<file path="src/rtl/pit_pkg.sv">
package pit_pkg;
  localparam int PRESC_W = 7;
  localparam int DIVEXP_W = 3;

  typedef enum logic [1:0] {
    SEL_DIV   = 2'd0,
    SEL_INIT  = 2'd1,
    SEL_ENTRY = 2'd2,
    SEL_EN    = 2'd3
  } regSel_e;

  typedef struct packed {
    logic                restart;
    logic                presClr;
    logic                periodic;
    logic [DIVEXP_W-1:0] divExp;
  } tmrCtl_t;
endpackage

</file>
<file path="src/rtl/pit_ctrl.sv">
module pit_ctrl
  import pit_pkg::*;
#(
  parameter int CNT_W  = 32,
  parameter int PEND_W = 4
) (
  input  logic             clk,
  input  logic             rst_n,
  input  logic             wrEn,
  input  logic [1:0]       wrSel,
  input  logic [31:0]      wrData,
  input  logic             expire,
  input  logic             irqAccept,
  output tmrCtl_t          ctl,
  output logic [CNT_W-1:0] loadVal,
  output logic [CNT_W-1:0] initVal,
  output logic             irqReq,
  output logic [7:0]       irqVector
);
  localparam logic [PEND_W-1:0] PEND_MAX = {PEND_W{1'b1}};

  logic [3:0]        divCfg;
  logic [CNT_W-1:0]  initCount;
  logic [7:0]        vecR;
  logic              maskR;
  logic              periodicR;
  logic              swEn;
  logic [PEND_W-1:0] pend;

  logic wrDiv, wrInit, wrEntry, wrEnable, disWr, consume;

  assign wrDiv    = wrEn && (wrSel == SEL_DIV);
  assign wrInit   = wrEn && (wrSel == SEL_INIT);
  assign wrEntry  = wrEn && (wrSel == SEL_ENTRY);
  assign wrEnable = wrEn && (wrSel == SEL_EN);
  assign disWr    = wrEnable && !wrData[0];
  assign consume  = irqAccept && irqReq;

  always_ff @(posedge clk or negedge rst_n) begin
    if (!rst_n) begin
      divCfg    <= '0;
      initCount <= '0;
      vecR      <= '0;
      maskR     <= 1'b1;
      periodicR <= 1'b0;
      swEn      <= 1'b0;
    end else begin
      if (wrDiv)  divCfg    <= wrData[3:0];
      if (wrInit) initCount <= wrData[CNT_W-1:0];
      if (wrEntry) begin
        vecR      <= wrData[7:0];
        maskR     <= wrData[16] | ~swEn;
        periodicR <= wrData[17];
      end
      if (wrEnable) begin
        swEn <= wrData[0];
        if (!wrData[0]) maskR <= 1'b1;
      end
    end
  end

  always_ff @(posedge clk or negedge rst_n) begin
    if (!rst_n) begin
      pend <= '0;
    end else if (disWr) begin
      pend <= '0;
    end else if (expire && !consume) begin
      if (pend != PEND_MAX) pend <= pend + PEND_W'(1);
    end else if (!expire && consume) begin
      pend <= pend - PEND_W'(1);
    end
  end

  always_comb begin
    ctl.restart  = wrInit;
    ctl.presClr  = wrDiv;
    ctl.periodic = periodicR;
    ctl.divExp   = DIVEXP_W'({divCfg[3], divCfg[1:0]} + 3'd1);
  end

  assign loadVal   = wrData[CNT_W-1:0];
  assign initVal   = initCount;
  assign irqReq    = (pend != '0) && !maskR;
  assign irqVector = vecR;

  logic unusedWrBits;
  assign unusedWrBits = ^wrData;

  a_r6_pend_saturates: assert property (@(posedge clk) disable iff (!rst_n)
    (pend == PEND_MAX && expire && !consume && !disWr) |=> (pend == PEND_MAX));
  a_r8_accept_takes_one: assert property (@(posedge clk) disable iff (!rst_n)
    (consume && !expire && !disWr) |=> (pend == $past(pend) - PEND_W'(1)));
  a_r10_mask_forced: assert property (@(posedge clk) disable iff (!rst_n)
    (wrEntry && !swEn && !wrEnable) |=> maskR);
  a_r11_disable_clears: assert property (@(posedge clk) disable iff (!rst_n)
    disWr |=> (pend == '0 && maskR && !irqReq));
endmodule

</file>
<file path="src/rtl/pit_datapath.sv">
module pit_datapath
  import pit_pkg::*;
#(
  parameter int CNT_W = 32
) (
  input  logic             clk,
  input  logic             rst_n,
  input  tmrCtl_t          ctl,
  input  logic [CNT_W-1:0] loadVal,
  input  logic [CNT_W-1:0] initVal,
  output logic             expire,
  output logic [CNT_W-1:0] count
);
  logic [PRESC_W-1:0] presc;
  logic [PRESC_W-1:0] lowMask;
  logic               tick;

  assign lowMask = PRESC_W'((8'd1 << ctl.divExp) - 8'd1);
  assign tick    = !ctl.presClr && ((presc & lowMask) == lowMask);
  assign expire  = tick && !ctl.restart && (count == CNT_W'(1));

  always_ff @(posedge clk or negedge rst_n) begin
    if (!rst_n) begin
      presc <= '0;
      count <= '0;
    end else if (ctl.restart) begin
      presc <= '0;
      count <= loadVal;
    end else begin
      presc <= ctl.presClr ? '0 : presc + PRESC_W'(1);
      if (tick && count != '0) begin
        if (count == CNT_W'(1)) count <= ctl.periodic ? initVal : '0;
        else                    count <= count - CNT_W'(1);
      end
    end
  end

  a_r2_restart_loads: assert property (@(posedge clk) disable iff (!rst_n)
    ctl.restart |=> (count == $past(loadVal) && presc == '0));
  a_r3_zero_sticks: assert property (@(posedge clk) disable iff (!rst_n)
    (!ctl.restart && count == '0) |=> (count == '0));
  a_r4_oneshot_lands_zero: assert property (@(posedge clk) disable iff (!rst_n)
    (expire && !ctl.periodic) |=> (count == '0));
  a_r5_periodic_reload: assert property (@(posedge clk) disable iff (!rst_n)
    (expire && ctl.periodic) |=> (count == $past(initVal)));
endmodule

</file>
<file path="src/rtl/prog_irq_timer.sv">
module prog_irq_timer
  import pit_pkg::*;
#(
  parameter int CNT_W  = 32,
  parameter int PEND_W = 4
) (
  input  logic             clk,
  input  logic             rst_n,
  input  logic             wrEn,
  input  logic [1:0]       wrSel,
  input  logic [31:0]      wrData,
  input  logic             irqAccept,
  output logic [CNT_W-1:0] curCount,
  output logic             irqReq,
  output logic [7:0]       irqVector
);
  tmrCtl_t          ctl;
  logic [CNT_W-1:0] loadVal;
  logic [CNT_W-1:0] initVal;
  logic             expire;

  pit_ctrl #(.CNT_W(CNT_W), .PEND_W(PEND_W)) uCtrl (
    .clk(clk), .rst_n(rst_n), .wrEn(wrEn), .wrSel(wrSel), .wrData(wrData),
    .expire(expire), .irqAccept(irqAccept), .ctl(ctl), .loadVal(loadVal),
    .initVal(initVal), .irqReq(irqReq), .irqVector(irqVector)
  );

  pit_datapath #(.CNT_W(CNT_W)) uDp (
    .clk(clk), .rst_n(rst_n), .ctl(ctl), .loadVal(loadVal),
    .initVal(initVal), .expire(expire), .count(curCount)
  );
endmodule

</file>
<file path="config.mk">
export PLATFORM = sky130hd
export DESIGN_NAME = prog_irq_timer
export DESIGN_NICKNAME = d
export VERILOG_FILES = /design/src/rtl/pit_pkg.sv /design/src/rtl/pit_ctrl.sv /design/src/rtl/pit_datapath.sv /design/src/rtl/prog_irq_timer.sv
export SDC_FILE = /design/constraint.sdc
export NUM_CORES = 1
export LEC_CHECK = 0
export BUFFER_PORTS_ARGS = -buffer_cell sky130_fd_sc_hd__buf_2
export CAP_MARGIN = 25
export CELL_PAD_IN_SITES_DETAIL_PLACEMENT = 1
export CELL_PAD_IN_SITES_GLOBAL_PLACEMENT = 1
export CORE_ASPECT_RATIO = 1.75
export CORE_MARGIN = 2
export CORE_UTILIZATION = 46
export DETAILED_ROUTE_END_ITERATION = 7
export PLACE_DENSITY = 0.82
export RECOVER_POWER = 50
export SKIP_CTS_REPAIR_TIMING = 1
export SLEW_MARGIN = 10
export SYNTH_ARGS = -nofsm -noshare
export SYNTH_HDL_FRONTEND = slang
export SYNTH_SLANG_ARGS = --single-unit
</file>
<file path="constraint.sdc">
create_clock -name clk -period 6.1 [get_ports clk]
set_clock_uncertainty 0.05 [all_clocks]
set_input_delay 0.305 -clock clk [delete_from_list [all_inputs] [get_ports clk]]
set_output_delay 0.305 -clock clk [all_outputs]
set_load 0.05 [all_outputs]
</file>
* Word level (Yosys, flattened, before mapping)
Cells that the tools add are included.
** Operators by class
- Shift-type cells :: 1
- Add/subtract/negate cells :: 6
- Reductions and logical operators :: 25
- Bitwise gates (word level) :: 3
- Mux-type cells :: 13
- Equal/unequal tests :: 7
- Div/mod/pow operators :: 0
- Multipliers :: 0
- Order comparisons :: 0
** Operators with widths (number)
- $mux 32 :: 4
- $eq 32x1->1 const B :: 1
- $reduce_bool 32->1 :: 1
- $sub 32x1->32 const B :: 1
- $mux 4 :: 4
- $mux 7 :: 2
- $logic_and 1x1->1 :: 13
- $add 7x1->7 const B :: 1
- $and 7x7->7 :: 1
- $eq 7x7->1 :: 1
- $shl 1x3->7 const A :: 1
- $sub 7x1->7 const B :: 1
- $logic_not 1->1 :: 6
- $add 4x1->4 const B :: 1
- $eq 2x2->1 const B :: 2
- $ne 4x4->1 const B :: 1
- $reduce_bool 4->1 :: 1
- $sub 4x1->4 const B :: 1
- $add 3x1->3 const B :: 1
- $mux 1 :: 3
- $ne 3x2->1 const B :: 1
- $reduce_bool 3->1 :: 1
- $eq 2x1->1 const B :: 1
- $logic_not 2->1 :: 1
- 4 further kinds :: 4
** Word-level totals
- Bits in latches :: 0
- ROM bits :: 0
- Memory bits (writable) :: 0
- Register bits :: 90
- Memories kept :: 0

* Depth between registers and ports, before layout
- Depth after elaboration :: 13
- Gate-level depth with buffers :: 14

* By module
From an unflattened synthesis, not the netlist that was laid out.
** Second synthesis, totals
- Cell total of the unflattened synthesis :: 614
- Area total of the unflattened synthesis :: 5455.2 um^2
** By module, submodules not included
- pit_datapath :: times used 1, cells an instance 365, area an instance 3072.9 um^2
- pit_ctrl :: times used 1, cells an instance 249, area an instance 2382.3 um^2

* Least setup slack after synthesis
Ideal clock, no wire load.
- Path type :: register -> register
- From :: register uDp.count[7]
- To :: register uCtrl.pend[1]
- Stages on the path, launching flop included :: 12
- Setup slack :: 2.349 ns
- Path buffers :: 2
- Data required time :: 5.984 ns
- Arrival :: 3.635 ns
- Clock period less this slack :: 3.751 ns
- Path through :: dfrtp_1 or4_1 clkbuf_2 or4_1 buf_2 nor3_1 nand3_1 or2_2 inv_1 fa_1 or4_1 nand2_1
** On the way
- Cells in the longest elaborated chain, start to end :: 6
- Elaborated cells on any way between the ends :: 10
- Classes of those cells :: eq/ne: 2; mux: 2; reduce/logical: 6
** RTL lines
- start, declared :: RTL line pit_datapath.sv:12 : output logic [CNT_W-1:0] count
- start signal, assigned :: RTL line pit_datapath.sv:28 : count <= loadVal;
- start signal, assigned :: RTL line pit_datapath.sv:32 : if (count == CNT_W'(1)) count <= ctl.periodic ? initVal : '0;
- start signal, assigned :: RTL line pit_datapath.sv:33 : else count <= count - CNT_W'(1);
- $eq 32x1->1 (*) :: RTL line pit_datapath.sv:20 : assign expire = tick && !ctl.restart && (count == CNT_W'(1));
- $logic_and 1x1->1 (*) :: RTL line pit_datapath.sv:20
- $logic_not 1->1 :: RTL line pit_ctrl.sv:69 : end else if (!expire && consume) begin
- $logic_and 1x1->1 :: RTL line pit_ctrl.sv:69
- $reduce_bool 3->1 (no line)
- $reduce_and 2->1 (no line)
- end signal, assigned :: RTL line pit_ctrl.sv:68 : if (pend != PEND_MAX) pend <= pend + PEND_W'(1);
- end signal, assigned :: RTL line pit_ctrl.sv:70 : pend <= pend - PEND_W'(1);
- end, declared :: RTL line pit_ctrl.sv:28 : logic [PEND_W-1:0] pend;
Mark *: on every way between the ends. The rest lies on a longest branch, timed or not.
A chain may end at the register's enable or synchronous reset.

* Worst setup path after layout
- From :: register uDp.count[5]
- To :: register uCtrl.pend[3]
The elaborated chain is that of the path after synthesis.

==> out/metrics.cfg <==
[die]
fp-row-count=49
dieArea_sq_um=11400
die_y_microns=140
fp.dieW_microns=81.6
pin_count=79
core_region_area_sq_um=10300
start_util=0.471

[global_routing]
antenna_found_initial=0
grt_pass1_wl_mm=24.3
grt_pass1_vias=4907
grt_max_degree=58
grtUsageTotal=0.274
grt_overflow=0

[clocking]
cts_made_buffers=9
cts.path.max_buffers=2
cts_tree=done
clk_latency_ns=0.35
clk_pin_slew_worst_paths_ns=0.07
cts_sinks=89
h-tree-depth=3
root_buffer=clkbuf_16

[run]
drv.max_cap_violation_count=2

[critical_path]
crit_buf_inv=0
critical_path.max_stage_delay_ns=0.84
cp_top_family=simple AND/OR/NAND/NOR gates
arrival_ns=4.32
critPathLaunchType=flip-flop
cp-startpoint=uDp.count[5]$_DFFE_PN0P_
ff2ff_setup_slack_ns=2.00
path_cells=or4_1 > or4_1 > nor3_1 > nand3_1 > or2_2 > ha_1 > a21o_1 > a21oi_1 > nor2_1 > mux2i_1 > mux2i_1
crit_type=reg -> reg
reg2reg_from=uDp.count[5]$_DFFE_PN0P_
critPathRequiredTime_ns=6.32
path_max_fanout=17
end_kind=flip-flop
worst_path_max_delay_cell=or4_1

[logic_synthesis]
yosysWarnings=0
ys_types=64
ys_ff_latch=89
synth-async-reset-ratio=1.00
synth_area_leaders=dfrtp_1 45%, nand2_1 8.4%, o21ai_0 5.1%, nor2_1 3.5%, mux2_2 3.2%
yosys.area.top_type_share=0.454
netlist_instances=546
synth_seq_area_share=0.459
avgSynthCellArea_sq_um=8.89
synth_edf_count=0
synth_fa_ha_area_frac=0.0196
synth_xor_area_frac=0.0126
synthFlopType=dfrtp_1
synth_area_sq_um=4850
synth_top_family_by_area=simple AND/OR/NAND/NOR gates
yosys.area_share.simple=0.237
synth.largest_area_cell=dfrtp_1
syn_nets=591
synthMuxAreaShare=0.0407
synth_compound_area_frac=0.192

[drt]
drt-pass1-iter-count=4
routed_wl_mm=14.8
drc=0
vias=4548
avgViaCountPerCell=6.10
post_drt_wl_per_cell_microns=19.8
drt_iter0_markers=244
detail-route-antenna-nets=0

[final_layout]
n_antenna_cell=0
layout_commonest_cell=nand2_1
final_net_count=659
syn2layout_area_growth_pct=16.8
design_area_sq_um=5670
final_layout_size_suffix_gt1_frac=0.191
final_cell_mix=109 x nand2_1, 88 x dfrtp_1, 66 x buf_2

[pwr]
powerDensity_nw_per_um2=444
pwr-share-clk=0.236
pwr-share-comb=0.391
peakVddDrop_v=0.000287
p_int_mw=1.38
switching_power_mw=1.14
p_sw_frac=0.452
p_leak_nw=2.55
p_seq_frac=0.373

[timing]
finalCriticalPeriod_ns=4.10
finalHoldViolations=0
fmax_mhz=244
worst_pin_slew_ns=2.76
finalMaxSlewViolations=104
rsz0062_at_grt=false
finalSetupViolCount=0
finalCritPeriodShare=0.672
fin_tns_setup_ns=0
slew_headroom=-0.841

[worst_hold_path]
min_from=wrData[15]
hp-class=in -> reg

[placement]
dp_hpwl_mm=10.3
gp_routability_congestion=0.792
dpl_cell_area_sq_um=5340
portBuffers=78

[status]
status=finished with violations
violations=capacitance limit, slew limit

## power groups by stage
| stage | clock [mW] | combinational, mW | sequential, mW |
|---|---|---|---|
| finish | 0.593 | 0.983 | 0.939 |
| global route | 0.624 | 1.07 | 0.964 |
| CTS | 0.602 | 0.987 | 0.936 |
| detailed placement | 0 | 0.978 | 0.945 |
| global placement | 0 | 0.939 | 0.932 |
| floorplan | 0 | 0.402 | 1.22 |
## worst paths after layout
path,end,cells past startpoint
min reg2reg,uCtrl.initVal[13]$_DFFE_PN0P_,2
max,uCtrl.pend[3]$_DFFE_PN0P_,11
max in group asynchronous,uCtrl.initVal[22]$_DFFE_PN0P_,3
min,uCtrl.initVal[15]$_DFFE_PN0P_,3
max reg2reg,uCtrl.pend[3]$_DFFE_PN0P_,11
min in group asynchronous,uDp.presc[0]$_DFF_PN0_,2
## metrics by stage
step                      hold slack, ns  utilization  setup WS [ns]  instances  power (mW)
after global placement            0.0834        0.517           2.17        727        1.87
after CTS                         -0.289        0.549           1.98        744        2.52
after detailed placement          0.0833        0.518           2.03        728        1.92
final                              0.117        0.550           2.00        746        2.51
after global routing               0.121        0.550           1.70        746        2.65
after floorplan                  -0.0406            -           2.35        546        1.63
## logic make-up after synthesis
logic type / Yosys count
adders and majority gates: 7
buffers and inverters: 41
AOI/OAI and AO/OA: 142
xor gates and xnor gates: 7
and+or+nand+nor: 242
DFF: 89
muxes: 18
## worst register-to-register path, delay by kind of cell (launching register included)
kind	cells	cell delay [ns]
mux	2	0.37
compound gates	2	0.36
flops	1	0.43
simple gates	6	2.53
fa+ha+maj	1	0.28
## layer usage
metal	up-vias	track usage	share of wire
li1	2097	-	-
met1	2302	0.312	0.39
met2	116	0.498	0.55
met3	33	0.0422	0.036
met4	0	0.103	0.027
met5	-	0	0
## cells in the mapped netlist, types with 12 or more instances
cell      count
a21oi_1      23
nor3_1       14
mux2_2       14
o21ai_0      49
clkbuf_1     17
nor2_1       45
nand3_1      14
a31oi_1      15
dfrtp_1      88
a22o_1       12
nand2_1     109
## layout make-up
cell class	count	area (sq um)
timing repair buffer	88	478
clock inverter	4	50.0
clock buffer	12	267
multi-input combinational	416	2450
tap	127	159
inverter	10	37.5
fill	1249	4630
sequential	89	2230
## flip-flops by register name, summed over array words and instances (netlist names)
signal,flops
uCtrl.irqVector,8
uCtrl.swEn,1
uCtrl.maskR,1
uDp.count,32
uCtrl.pend,4
uCtrl.initVal,32
uCtrl.periodicR,1
uCtrl.divCfg,3
uDp.presc,7
No activity file was read; power rests on OpenSTA's default activity.
